File: config.mk
export PLATFORM = sky130hd
export DESIGN_NAME = conj_matcher
export DESIGN_NICKNAME = d
export VERILOG_FILES = /design/src/rtl/cmatch_pkg.sv /design/src/rtl/conj_pred_cmp.sv /design/src/rtl/conj_hit_stage.sv /design/src/rtl/conj_tally.sv /design/src/rtl/conj_matcher.sv
export SDC_FILE = /design/constraint.sdc
export NUM_CORES = 1
export LEC_CHECK = 0
export ABC_AREA = 0
export CORE_ASPECT_RATIO = 0.6
export CORE_MARGIN = 3
export CORE_UTILIZATION = 51
export DETAILED_ROUTE_END_ITERATION = 16
export GPL_ROUTABILITY_DRIVEN = 0
export PLACE_DENSITY = 0.86
export SYNTH_ARGS = -nofsm -noshare
export SYNTH_HDL_FRONTEND = slang
export SYNTH_SLANG_ARGS = --single-unit
File: constraint.sdc
create_clock -name clk -period 4.7 [get_ports clk]
set_input_delay 0.47 -clock clk [delete_from_list [all_inputs] [get_ports clk]]
set_output_delay 0.47 -clock clk [all_outputs]
set_load 0.1 [all_outputs]
File: src/rtl/cmatch_pkg.sv
package cmatch_pkg;
    localparam int ATTR_W       = 8;
    localparam int NUM_ATTR     = 4;
    localparam int NUM_SUBS     = 8;
    localparam int PRED_PER_SUB = 2;
    localparam int AIDX_W       = $clog2(NUM_ATTR);
    localparam int NUM_PRED     = NUM_SUBS * PRED_PER_SUB;
    localparam int CNT_W        = $clog2(NUM_SUBS + 1);
    localparam int IDX_W        = $clog2(NUM_SUBS);
    localparam int EV_W         = NUM_ATTR * ATTR_W;

    typedef enum logic [2:0] {
        OP_EQ = 3'd0, OP_NE = 3'd1, OP_LT = 3'd2,
        OP_LE = 3'd3, OP_GT = 3'd4, OP_GE = 3'd5,
        OP_ANY = 3'd6, OP_ANY_B = 3'd7
    } op_e;

    typedef struct packed {
        logic              rhs_attr;
        logic [AIDX_W-1:0] lhs;
        op_e               op;
        logic [AIDX_W-1:0] rhs;
        logic [ATTR_W-1:0] cval;
    } pred_t;

    typedef pred_t [NUM_PRED-1:0] table_t;

    function automatic pred_t mk_c(int a, op_e o, int c);
        pred_t p;
        p.rhs_attr = 1'b0;
        p.lhs      = AIDX_W'(a);
        p.op       = o;
        p.rhs      = '0;
        p.cval     = ATTR_W'(c);
        return p;
    endfunction

    function automatic pred_t mk_a(int a, op_e o, int b);
        pred_t p;
        p.rhs_attr = 1'b1;
        p.lhs      = AIDX_W'(a);
        p.op       = o;
        p.rhs      = AIDX_W'(b);
        p.cval     = '0;
        return p;
    endfunction

    // slot index = subscription * PRED_PER_SUB + predicate
    function automatic table_t default_table();
        table_t t;
        pred_t  unused;
        unused = mk_c(0, OP_ANY, 0);
        t[0]  = mk_c(0, OP_EQ, 10);   t[1]  = unused;
        t[2]  = mk_c(1, OP_GT, 100);  t[3]  = mk_c(2, OP_LT, 50);
        t[4]  = mk_a(0, OP_LT, 1);    t[5]  = mk_c(3, OP_NE, 0);
        t[6]  = mk_a(2, OP_GE, 3);    t[7]  = mk_c(0, OP_LE, 200);
        t[8]  = mk_a(3, OP_EQ, 0);    t[9]  = mk_c(1, OP_ANY_B, 0);
        t[10] = mk_c(1, OP_LE, 20);   t[11] = mk_c(1, OP_GE, 10);
        t[12] = mk_c(2, OP_GT, 250);  t[13] = unused;
        t[14] = mk_c(3, OP_EQ, 255);  t[15] = mk_c(0, OP_EQ, 0);
        return t;
    endfunction
endpackage

File: src/rtl/conj_pred_cmp.sv
module conj_pred_cmp
    import cmatch_pkg::*;
#(
    parameter pred_t CFG = '0
) (
    input  logic [EV_W-1:0] attrs,
    output logic            ok
);
    logic [ATTR_W-1:0] lhs_v;
    logic [ATTR_W-1:0] rhs_v;

    always_comb begin
        lhs_v = attrs[int'(CFG.lhs)*ATTR_W +: ATTR_W];
        rhs_v = CFG.rhs_attr ? attrs[int'(CFG.rhs)*ATTR_W +: ATTR_W] : CFG.cval;
        case (CFG.op)
            OP_EQ:   ok = (lhs_v == rhs_v);
            OP_NE:   ok = (lhs_v != rhs_v);
            OP_LT:   ok = (lhs_v <  rhs_v);
            OP_LE:   ok = (lhs_v <= rhs_v);
            OP_GT:   ok = (lhs_v >  rhs_v);
            OP_GE:   ok = (lhs_v >= rhs_v);
            default: ok = 1'b1;
        endcase
    end
endmodule

File: src/rtl/conj_hit_stage.sv
module conj_hit_stage
    import cmatch_pkg::*;
#(
    parameter table_t SUB_TABLE = default_table()
) (
    input  logic                clk,
    input  logic                rst_n,
    input  logic                load,
    input  logic                drain,
    input  logic [EV_W-1:0]     attrs,
    output logic                hvld,
    output logic [NUM_SUBS-1:0] hits
);
    typedef struct packed {
        logic                vld;
        logic [NUM_SUBS-1:0] hits;
    } hst_t;

    logic [NUM_PRED-1:0] slot_ok;
    logic [NUM_SUBS-1:0] sub_hit;
    hst_t st_d, st_q;

    for (genvar g = 0; g < NUM_PRED; g++) begin : g_slot
        conj_pred_cmp #(.CFG(SUB_TABLE[g])) i_cmp (
            .attrs (attrs),
            .ok    (slot_ok[g])
        );
    end

    for (genvar s = 0; s < NUM_SUBS; s++) begin : g_sub
        assign sub_hit[s] = &slot_ok[s*PRED_PER_SUB +: PRED_PER_SUB];
    end

    always_comb begin
        st_d = st_q;
        if (load) begin
            st_d.vld  = 1'b1;
            st_d.hits = sub_hit;
        end else if (drain) begin
            st_d.vld  = 1'b0;
        end
    end

    always_ff @(posedge clk or negedge rst_n) begin
        if (!rst_n) st_q <= '0;
        else        st_q <= st_d;
    end

    assign hvld = st_q.vld;
    assign hits = st_q.hits;


    accept_fills_chk: assert property (@(posedge clk) disable iff (!rst_n)
        load |=> hvld);
endmodule

File: src/rtl/conj_tally.sv
module conj_tally
    import cmatch_pkg::*;
(
    input  logic                clk,
    input  logic                rst_n,
    input  logic                load,
    input  logic [NUM_SUBS-1:0] hits,
    input  logic                q_full,
    output logic                rvld,
    output logic [CNT_W-1:0]    count,
    output logic [IDX_W-1:0]    index,
    output logic                none
);
    typedef struct packed {
        logic             vld;
        logic [CNT_W-1:0] count;
        logic [IDX_W-1:0] index;
        logic             none;
    } tst_t;

    tst_t st_d, st_q;
    logic [CNT_W-1:0] pop;
    logic [IDX_W-1:0] low;

    always_comb begin
        pop = '0;
        low = '0;
        for (int i = NUM_SUBS - 1; i >= 0; i--) begin
            pop = pop + CNT_W'(hits[i]);
            if (hits[i]) low = IDX_W'(i);
        end
        st_d = st_q;
        if (load) begin
            st_d.vld   = 1'b1;
            st_d.count = pop;
            st_d.index = low;
            st_d.none  = ~|hits;
        end else if (st_q.vld && !q_full) begin
            st_d.vld   = 1'b0;
        end
    end

    always_ff @(posedge clk or negedge rst_n) begin
        if (!rst_n) st_q <= '0;
        else        st_q <= st_d;
    end

    assign rvld  = st_q.vld;
    assign count = st_q.count;
    assign index = st_q.index;
    assign none  = st_q.none;


    stall_hold_chk: assert property (@(posedge clk) disable iff (!rst_n)
        (rvld && q_full) |=> (rvld && $stable(count) && $stable(index) && $stable(none)));

    none_zero_chk: assert property (@(posedge clk) disable iff (!rst_n)
        (rvld && none) |-> (count == '0 && index == '0));

    count_range_chk: assert property (@(posedge clk) disable iff (!rst_n)
        rvld |-> (int'(count) <= NUM_SUBS && (none || count != '0)));
endmodule

File: src/rtl/conj_matcher.sv
module conj_matcher
    import cmatch_pkg::*;
#(
    parameter table_t SUB_TABLE = default_table()
) (
    input  logic             clk,
    input  logic             rst_n,
    input  logic             in_valid,
    output logic             in_ready,
    input  logic [EV_W-1:0]  in_attrs,
    input  logic             q_full,
    output logic             q_wr,
    output logic [CNT_W-1:0] q_count,
    output logic [IDX_W-1:0] q_index,
    output logic             q_none
);
    logic                hvld;
    logic [NUM_SUBS-1:0] hits;
    logic                rvld;
    logic                t_take;
    logic                t_load;
    logic                accept;

    // shared control: one enable per stage, all slots move together
    always_comb begin
        t_take   = !rvld || !q_full;
        t_load   = hvld && t_take;
        in_ready = !hvld || t_take;
        accept   = in_valid && in_ready;
        q_wr     = rvld && !q_full;
    end

    conj_hit_stage #(.SUB_TABLE(SUB_TABLE)) i_hit (
        .clk   (clk),
        .rst_n (rst_n),
        .load  (accept),
        .drain (t_load),
        .attrs (in_attrs),
        .hvld  (hvld),
        .hits  (hits)
    );

    conj_tally i_tally (
        .clk    (clk),
        .rst_n  (rst_n),
        .load   (t_load),
        .hits   (hits),
        .q_full (q_full),
        .rvld   (rvld),
        .count  (q_count),
        .index  (q_index),
        .none   (q_none)
    );


    ready_open_chk: assert property (@(posedge clk) disable iff (!rst_n)
        !q_full |-> in_ready);

    ready_closed_chk: assert property (@(posedge clk) disable iff (!rst_n)
        (hvld && rvld && q_full) |-> !in_ready);
endmodule

==> results_dict.tcl, run 1 <==
set metrics [dict create \
    sequence_of_cells_on_the_critical_path "inv_1, ha_1, inv_1, fa_1, fa_1, fa_1, fa_1, xor2_1, o21ai_0" \
    post_synth_inst_count 175 \
    power.static_leakage_nw 0.920 \
    slowest_stage "fa_1" \
    io_buffers 45 \
    cts_htree_levels 1 \
    via_count 1443 \
    power.combinational.fraction 0.461 \
    slew_headroom 0.349 \
    design.core.area_um2 2680 \
    register_area_um2 450 \
    total_nets_final 283 \
    post-synth-top-count-cell "inv_1" \
    numCtsBuffers 3 \
    cap_viol_max_count 0 \
    worstSetupPathType "reg2reg" \
    hold_path.class "reg2reg" \
    seq_area_frac_synth 0.293 \
    dominantRegCellSynth "dfrtp_1" \
    synth.net_count 235 \
    master_cell_of_the_clock_root_buffer "clkbuf_8" \
    post_cts_hold_buffer_count 0 \
    final_number_of_hold_violating_endpoints 0 \
    area_delta_synth_final_pct 35.1 \
    yosysWarnings 0 \
    outcome "finished, final reports clean" \
    drt-initial-drc-count 145 \
    setup_viol 0 \
    grt_util_all_layers 0.227 \
    worst_ep_arrival_time_ps 3080 \
    nFillCells 182 \
    worstSetupStartpointType "flop" \
    critical_path.most_common_cell "fa_1" \
    synth_edf_count 0 \
    worst-r2r-setup-slack_ps 1800 \
    insertedDiodeCount 0 \
    first_global_vias 1426 \
    drtPass1Iterations 7 \
    floorplan.die.height_um 48.5 \
    power_switching_share 0.426 \
    timing.rr.end "i_tally.count[2]" \
    clock_sinks 18 \
    multiInputGateArea_um2 966 \
    unrepaired_setup_endpoints_after_global_routing "no" \
    detail-route-antenna-nets 0 \
    post-cts-setup-buffers 0 \
    power.density_nw_per_um2 282 \
    post_cts_resize_count 0 \
    finish.instance_area_um2 2080 \
    regToRegStartpoint "i_hit.hits[7]" \
    worstPathMaxFanout 4 \
    antenna_found_initial 0 \
    fin_skew_ps 5.51 \
    hold_path.startpoint "i_tally.count[1]" \
    timing_worst_slew_pin_value_ps 973 \
    async_reset_ff_frac 1.00 \
    die-area_um2 3730 \
    drt_via_density 5.51 \
    die_w_um 76.9 \
    rows 14 \
    ctsLongestPathBuffers 2 \
    drive_above_1_share 0.0541 \
    peak_per_stage_delay_on_the_critical_path_ps 490 \
    grt_start_max_net_pins 19 \
    starting_density_of_the_core 0.574 \
    synth_common_cells "inv_1 (26), ha_1 (20), dfrtp_1 (18), nand2_1 (17), o21ai_0 (14)" \
    mappedNetlistArea_um2 1540 \
    clkPwrFrac 0.221 \
    clkSlewWorstSetupHoldPaths_ps 70 \
    wire_per_inst_um 14.8 \
    synth_top_cells_by_area "dfrtp_1 (29%), ha_1 (16%), inv_1 (6.3%), fa_1 (5.2%), o21ai_0 (4.6%)" \
    finalSetupTns_ps 0 \
    critPathCaptureType "flop" \
    detailed_place.area_um2 2020 \
    grt_overflow 0 \
    tritoncts "yes" \
    netlist.area_leader.share 0.293 \
    netlist-cell-type-count 33 \
    total_switching_power_mw 0.249 \
    largest_area_contributor_in_the_synthesized_netlist "dfrtp_1" \
    synth.ff_latch_count 18 \
    syn_avg_cell_area_um2 8.79 \
    intPower_mw 0.336 \
    r2r.worst_path.cells 9 \
    worstHoldPathCells 2 \
    clock_insertion_delay_worst_skew_ps 260 \
    grt_first_pass_wirelength_mm 6.73 \
    timing.final.max_slew_violations 0 \
    timing.fmax_mhz 345 \
    detail_route.drc_violations 0 \
    hpwlAfterDp_mm 3.29 \
    crit_required_ps 4880 \
    worst_hold_path.endpoint "i_tally.count[1]" \
    final_period_demand_of_the_worst_path_ps 2900 \
    largest_vdd_supply_drop_uv 194 \
    power.share.sequential 0.318 \
    min_period_over_period 0.616 \
    i_o_pins 46 \
    drt_wl_total_mm 3.87 \
]
==> layout make-up <==
class | count | area share
Inverter | 28 | 0.0506
Multi-Input combinational cell | 127 | 0.465
Clock buffer | 4 | 0.0265
Sequential cell | 18 | 0.217
Tap cell | 40 | 0.0241
Timing Repair Buffer | 45 | 0.217
==> how the worst max path moves through the flow <==
stage,slack [ps],from,end,cells past startpoint
after floorplan,1960,i_hit.hits[7],i_tally.count[2],9
after global placement,1900,i_hit.hits[6],i_tally.count[2],9
after detailed placement,1820,i_hit.hits[6],i_tally.count[2],9
after CTS,1790,i_hit.hits[6],i_tally.count[2],9
after global routing,1650,i_hit.hits[6],i_tally.count[2],9
final,1800,i_hit.hits[7],i_tally.count[2],9
==> layout by cell type (no fill, tap or decap) <==
cell type and count:
a211oi_1 2, a21oi_1 9, a22o_1 2, a32o_1 3, a41o_1 1, clkbuf_8 4
clkdlybuf4s50_1 45, dfrtp_1 18, fa_1 4, ha_1 20, inv_1 26, inv_2 2
nand2_1 17, nand2_2 2, nand2b_1 2, nand3_1 3, nand3_2 1, nand4_1 6
nor2_1 9, nor2b_1 4, nor3_1 4, nor3b_1 1, nor4_1 4, nor4_2 1
nor4_4 1, o21ai_0 14, o21bai_1 1, o311ai_0 1, o31ai_1 3, o41ai_1 2
o41ai_2 1, xnor2_1 8, xor2_1 1
==> state kept, by name, indices dropped and copies added (netlist names) <==
signal         count
i_hit.hits         8
i_tally.count      4
i_tally.index      3
i_hit.hvld         1
i_tally.none       1
i_tally.rvld       1
==> power by group through the flow <==
| stage | combinational (mW) | clock, mW | sequential [mW] |
|---|---|---|---|
| after CTS | 0.270 | 0.130 | 0.186 |
| after global routing | 0.287 | 0.140 | 0.189 |
| final | 0.269 | 0.129 | 0.186 |
| after detailed placement | 0.269 | 0 | 0.189 |
| after global placement | 0.263 | 0 | 0.187 |
| after floorplan | 0.0818 | 0 | 0.283 |
==> stage by stage <==
stage	worst slack, ps	hold WS [ps]	power (mW)	cells	util
6_report	1800	486	0.585	262	0.775
4_1_cts	1790	487	0.586	262	0.775
5_1_grt	1650	516	0.616	262	0.775
3_3_place_gp	1900	460	0.450	258	0.754
2_1_floorplan	1960	174	0.365	175	-
3_5_place_dp	1820	465	0.458	258	0.754
==> kinds of logic after synthesis <==
group / count (synthesis) / synth area share
buffers and inverters: 30 / 0.0789
AOI/OAI and AO/OA: 39 / 0.169
DFF: 18 / 0.293
xor gates and xnor gates: 9 / 0.0513
adders and majority gates: 24 / 0.215
and+or+nand+nor: 55 / 0.193
==> per-layer routing <==
layer	track usage	vias up	part of all wire
li1	-	713	-
met1	0.338	670	0.50
met2	0.332	53	0.41
met3	0.0407	7	0.072
met4	0.0693	0	0.017
met5	0	-	0
==> critical path: cells and delay by family, from the launching register on <==
family,cells,cell delay (ps)
adder cells (fa/ha/maj),5,1990
flip-flops,1,410
XOR/XNOR,1,160
AO/OA/AOI/OAI,1,140
buffers and inverters,2,110
(Power assumes the default switching activity.)
==> run 2, diff against run 1 <==
--- a/config.mk
+++ b/config.mk
@@ -8,10 +8,10 @@
 export ABC_AREA = 0
 export CORE_ASPECT_RATIO = 0.6
 export CORE_MARGIN = 3
-export CORE_UTILIZATION = 51
+export CORE_UTILIZATION = 47
 export DETAILED_ROUTE_END_ITERATION = 16
 export GPL_ROUTABILITY_DRIVEN = 0
-export PLACE_DENSITY = 0.86
+export PLACE_DENSITY = 0.8
 export SYNTH_ARGS = -nofsm -noshare
 export SYNTH_HDL_FRONTEND = slang
 export SYNTH_SLANG_ARGS = --single-unit
==> constraint.sdc (replaced) <==
create_clock -name clk -period 2.9 [get_ports clk]
set_input_delay 0.29 -clock clk [delete_from_list [all_inputs] [get_ports clk]]
set_output_delay 0.29 -clock clk [all_outputs]
set_load 0.1 [all_outputs]
==> run 2 against run 1 <==
- sequential power up 63%
- utilization decreased by 8.4 points
- sequential share of layout area hardly changed
- design area decreased by 0.12%
- worst hold slack gained 4.2 ps
- die area is 7.6% higher
- cell count increased by 1.5%
- total power is 62% higher
- first-iteration DRC count fell by 32%
- sequential cell count unchanged
- clock skew fell by 0.67 ps
- critical endpoint is now i_tally.count[1]
- largest power group unchanged
==> results_dict.tcl, run 2 (synthesis gave the netlist of run 1 again) <==
set metrics [dict create \
    layout_common_cells "clkdlybuf4s50_1 (35), inv_1 (26), ha_1 (20), dfrtp_1 (18), nand2_1 (17)" \
    grt_util_all_layers 0.219 \
    clkSlewWorstSetupHoldPaths_ps 70 \
    ctsLongestPathBuffers 2 \
    peak_per_stage_delay_on_the_critical_path_ps 520 \
    final_number_of_hold_violating_endpoints 0 \
    hpwlAfterDp_mm 3.32 \
    worstPathMaxFanout 3 \
    outcome "finished, final reports clean" \
    total_switching_power_mw 0.409 \
    setup_slack_ps 123 \
    detailed_place.area_um2 2000 \
    drive_above_1_share 0.116 \
    timing.final.max_slew_violations 0 \
    clkPwrFrac 0.223 \
    cap_viol_max_count 0 \
    tritoncts "yes" \
    starting_density_of_the_core 0.512 \
    rows 15 \
    antenna_found_initial 0 \
    detail_route.drc_violations 0 \
    drtPass1Iterations 4 \
    power.static_leakage_nw 0.947 \
    pre_cts_ws_ps -21.9 \
    cts_htree_levels 1 \
    grt_start_max_net_pins 19 \
    clock_insertion_delay_worst_skew_ps 260 \
    largest_register_ffs 8 \
    area_delta_synth_final_pct 34.9 \
    slew_headroom 0.464 \
    insertedDiodeCount 0 \
    overall_power_of_the_completed_layout_mw 0.946 \
    worstSetupStartpointType "flop" \
    io_buffers 45 \
    design.core.area_um2 3000 \
    floorplan.die.height_um 50.3 \
    post_cts_hold_buffer_count 0 \
    sequence_of_cells_on_the_critical_path "inv_1, ha_1, inv_1, fa_1, fa_1, fa_2, fa_2, o21ai_0" \
    power.share.sequential 0.320 \
    intPower_mw 0.537 \
    power_switching_share 0.432 \
    power.combinational.fraction 0.457 \
    final_core_util 0.691 \
    drt_wl_total_mm 3.97 \
    die-area_um2 4020 \
    numCtsBuffers 3 \
    timing_worst_slew_pin_value_ps 801 \
    grt_overflow 0 \
    critPathCaptureType "flop" \
    final_period_demand_of_the_worst_path_ps 2780 \
    worst_ep_arrival_time_ps 2910 \
    master_cell_of_the_clock_root_buffer "clkbuf_8" \
    slowest_stage "fa_2" \
    drt-initial-drc-count 99 \
    drt_via_density 5.44 \
    finalHoldWorstSlack_ps 490 \
    clock_sinks 18 \
    largest_vdd_supply_drop_uv 309 \
    i_o_pins 46 \
    grt_first_pass_wirelength_mm 6.86 \
    wire_per_inst_um 14.9 \
    fin_skew_ps 4.84 \
    timing.fmax_mhz 360 \
    setup_viol 0 \
    min_period_over_period 0.958 \
    finish.instance_area_um2 2070 \
    power.density_nw_per_um2 456 \
    die_w_um 79.8 \
    detail-route-antenna-nets 0 \
    total_nets_final 285 \
    first_global_vias 1458 \
    hold_path.class "in2async" \
    layout.cells.most_common "clkdlybuf4s50_1" \
    via_count 1446 \
    crit_required_ps 3030 \
    worstSetupPathType "reg2reg" \
    unrepaired_setup_endpoints_after_global_routing "no" \
]
## run 2: changes by cell type in the layout (fill, tap and decap cells not counted)
cell	previous run	this run
fa_2	0	2
o21ai_0	14	13
fa_1	4	2
o21ai_1	0	1
buf_4	0	12
clkdlybuf4s50_1	45	35
## run 2: metrics by stage
stage | setup TNS (ps) | cells
after CTS | 0 | 265
after floorplan | 0 | 175
after detailed placement | -21.9 | 260
after global routing | 0 | 266
final | 0 | 266
after global placement | 0 | 260
## run 2: layout make-up
cell class | instances | area [um^2]
timing repair buffer | 47 | 440
sequential | 18 | 450
multi-input combinational | 127 | 971
clock buffer | 4 | 55.1
inverter | 28 | 105
fill | 249 | 928
tap | 42 | 52.6
## run 2: final timing paths
check                                 startpoint               end  slack [ps]  cells past startpoint
worst max-delay path               i_hit.hits[6]  i_tally.count[1]         120                      8
worst max register to register     i_hit.hits[6]  i_tally.count[1]         120                      8
min in group clk                i_tally.count[3]  i_tally.count[3]         490                      2
worst min register to register  i_tally.count[3]  i_tally.count[3]         490                      2
worst min-delay path                       rst_n     i_hit.hits[6]         490                      1
max in group asynchronous                  rst_n  i_tally.index[0]        1910                      1
## run 2: power groups by stage
| stage | sequential (mW) | combinational, mW | clock, mW |
|---|---|---|---|
| 2_1_floorplan | 0.459 | 0.133 | 0 |
| 3_5_place_dp | 0.307 | 0.428 | 0 |
| 4_1_cts | 0.303 | 0.429 | 0.212 |
| 5_1_grt | 0.308 | 0.463 | 0.227 |
| 6_report | 0.303 | 0.432 | 0.211 |
| 3_3_place_gp | 0.304 | 0.418 | 0 |
## run 2: worst max-delay path: cells and delay by family (launching register included)
kind                       cells  cell delay, ps
adders and majority gates      5            2080
AOI/OAI and AO/OA              1              80
buffers and inverters          2             110
DFF                            1             370
## run 2: what timing repair did
| action | CTS | global route |
|---|---|---|
| buffers inserted | 1 | 1 |
| endpoints found under the hold margin | 0 | 0 |
| pin swaps | 0 | 1 |
| resized for setup | 1 | 2 |
| endpoints found under the setup margin | 1 | 1 |
## run 2: per-layer routing
metal,vias up,part of all wire,global-route usage
met5,-,0,0
met4,0,0.016,0.0787
li1,714,-,-
met1,671,0.49,0.324
met2,52,0.43,0.320
met3,9,0.061,0.0394
==> run 3, diff against run 2 <==
--- a/config.mk
+++ b/config.mk
@@ -7,7 +7,6 @@
 export LEC_CHECK = 0
 export ABC_AREA = 0
 export CORE_ASPECT_RATIO = 0.6
-export CORE_MARGIN = 3
 export CORE_UTILIZATION = 47
 export DETAILED_ROUTE_END_ITERATION = 16
 export GPL_ROUTABILITY_DRIVEN = 0
==> constraint.sdc (replaced) <==
create_clock -name clk -period 2.89 [get_ports clk]
set_input_delay 0.289 -clock clk [delete_from_list [all_inputs] [get_ports clk]]
set_output_delay 0.289 -clock clk [all_outputs]
set_load 0.1 [all_outputs]
==> run 3 against run 2 <==
- clock skew up 0.60 ps
- utilization decreased by 0.069 points
- cell count shrank 0.75%
- global-route usage is 2.5 points higher
- setup slack got worse by 55 ps
- sequential power about the same
- largest cell class unchanged
- critical path depth rose by 1
- critical endpoint is now i_tally.count[2]
- sequential share of layout area rose by 0.16 points
- die area down 13%
- largest power group unchanged
- register-to-register slack got worse by 50 ps
- non-clock buffer count fell by 2
==> results_dict.tcl, run 3 (synthesis gave the netlist of run 1 again) <==
set metrics [dict create \
    outcome "finished, final reports clean" \
    drtPass1Iterations 4 \
    total_nets_final 283 \
    largest_vdd_supply_drop_uv 327 \
    tritoncts "yes" \
    crit_path_start "i_hit.hits[6]" \
    drive_above_1_share 0.113 \
    regToRegStartpoint "i_hit.hits[6]" \
    i_o_pins 46 \
    worstPathMaxFanout 3 \
    power.static_leakage_nw 0.935 \
    grt_util_all_layers 0.244 \
    power.density_nw_per_um2 458 \
    antenna_found_initial 0 \
    post_cts_hold_buffer_count 0 \
    intPower_mw 0.538 \
    overall_power_of_the_completed_layout_mw 0.942 \
    detail-route-antenna-nets 0 \
    crit_required_ps 3060 \
    io_buffers 45 \
    drt-initial-drc-count 106 \
    largest_register_ffs 8 \
    master_cell_of_the_clock_root_buffer "clkbuf_8" \
    final_number_of_hold_violating_endpoints 0 \
    worstSetupStartpointType "flop" \
    timing_worst_slew_pin_value_ps 795 \
    numCtsBuffers 3 \
    cts_htree_levels 1 \
    hpwlAfterDp_mm 3.31 \
    layout.cells.most_common "clkdlybuf4s50_1" \
    cap_viol_max_count 0 \
    via_count 1465 \
    detail_route.drc_violations 0 \
    die-area_um2 3510 \
    design.core.area_um2 2980 \
    worst_ep_arrival_time_ps 2990 \
    slew_headroom 0.469 \
    floorplan.die.height_um 46.3 \
    final-instance-count-excl-fill 264 \
    area_delta_synth_final_pct 33.9 \
    wire_per_inst_um 15.0 \
    grt_overflow 0 \
    clock_sinks 18 \
    rows 15 \
    critPathCaptureType "flop" \
    final_period_demand_of_the_worst_path_ps 2820 \
    clkSlewWorstSetupHoldPaths_ps 70 \
    unrepaired_setup_endpoints_after_global_routing "yes" \
    power.combinational.fraction 0.461 \
    grt_first_pass_wirelength_mm 6.13 \
    detailed_place.area_um2 2000 \
    fin_skew_ps 5.44 \
    hold_path.class "reg2reg" \
    power_switching_share 0.429 \
    clkPwrFrac 0.219 \
    total_switching_power_mw 0.404 \
    timing.fmax_mhz 354 \
    min_period_over_period 0.976 \
    layout_common_cells "clkdlybuf4s50_1 (35), inv_1 (25), ha_1 (20), dfrtp_1 (18), nand2_1 (17)" \
    worst-r2r-setup-slack_ps 70 \
    power.share.sequential 0.321 \
    placed_cell_count 260 \
    starting_density_of_the_core 0.515 \
    first_global_vias 1349 \
    drt_wl_total_mm 3.97 \
    finish.instance_area_um2 2060 \
    insertedDiodeCount 0 \
    ctsLongestPathBuffers 2 \
    hold_path.startpoint "i_tally.count[0]" \
    timing.final.max_slew_violations 0 \
    die_w_um 75.8 \
    clock_insertion_delay_worst_skew_ps 260 \
    setup_viol 0 \
    drt_via_density 5.55 \
    grt_start_max_net_pins 19 \
    worstSetupPathType "reg2reg" \
]
## run 3: worst paths after layout
kind,end,depth (start not counted)
worst max-delay path,i_tally.count[2],9
worst min-delay path,i_tally.count[0],2
worst max register to register,i_tally.count[2],9
worst min register to register,i_tally.count[0],2
max in group asynchronous,i_tally.index[1],1
min in group asynchronous,i_hit.hits[6],1
## run 3: critical path: stages, from the launching register on
cell and delay (ps):
dfrtp_1 400, inv_2 60, ha_1 280, inv_1 50, fa_1 500, fa_1 430
fa_2 370, fa_2 340, xor2_1 160, o21ai_1 140
## run 3: what timing repair did
action                     CTS  global route
pin swaps                    0             0
buffers inserted             0             0
gates resized for setup      2             3
setup endpoints to repair    1             2
## run 3: power groups by stage
stage / Combinational (mW) / Clock [mW] / Sequential (mW)
6_report: 0.434 / 0.206 / 0.302
5_1_grt: 0.464 / 0.221 / 0.307
4_1_cts: 0.432 / 0.209 / 0.302
3_5_place_dp: 0.430 / 0 / 0.306
3_3_place_gp: 0.420 / 0 / 0.305
2_1_floorplan: 0.133 / 0 / 0.460
## run 3: area by class of cell
cell class | instances | area, um^2
multi-input combinational | 127 | 971
sequential | 18 | 450
fill | 219 | 925
clock buffer | 4 | 55.1
inverter | 28 | 105
timing repair buffer | 45 | 425
tap | 42 | 52.6
## run 3: metrics by stage
step,TNS (ps),utilization,hold slack [ps],worst slack (ps)
final,0,0.690,481,68.5
after detailed placement,-47.6,0.670,470,-47.6
after global placement,0,0.670,465,92.7
after global routing,-8.33,0.690,516,-8.33
after floorplan,0,-,-6.59,148
after CTS,0,0.689,487,39.2
## run 3: routing by layer
layer  part of all wire  GRT usage
met5                  0          0
met4             0.0078     0.0333
met3              0.068     0.0394
met2               0.45      0.393
met1               0.47      0.354
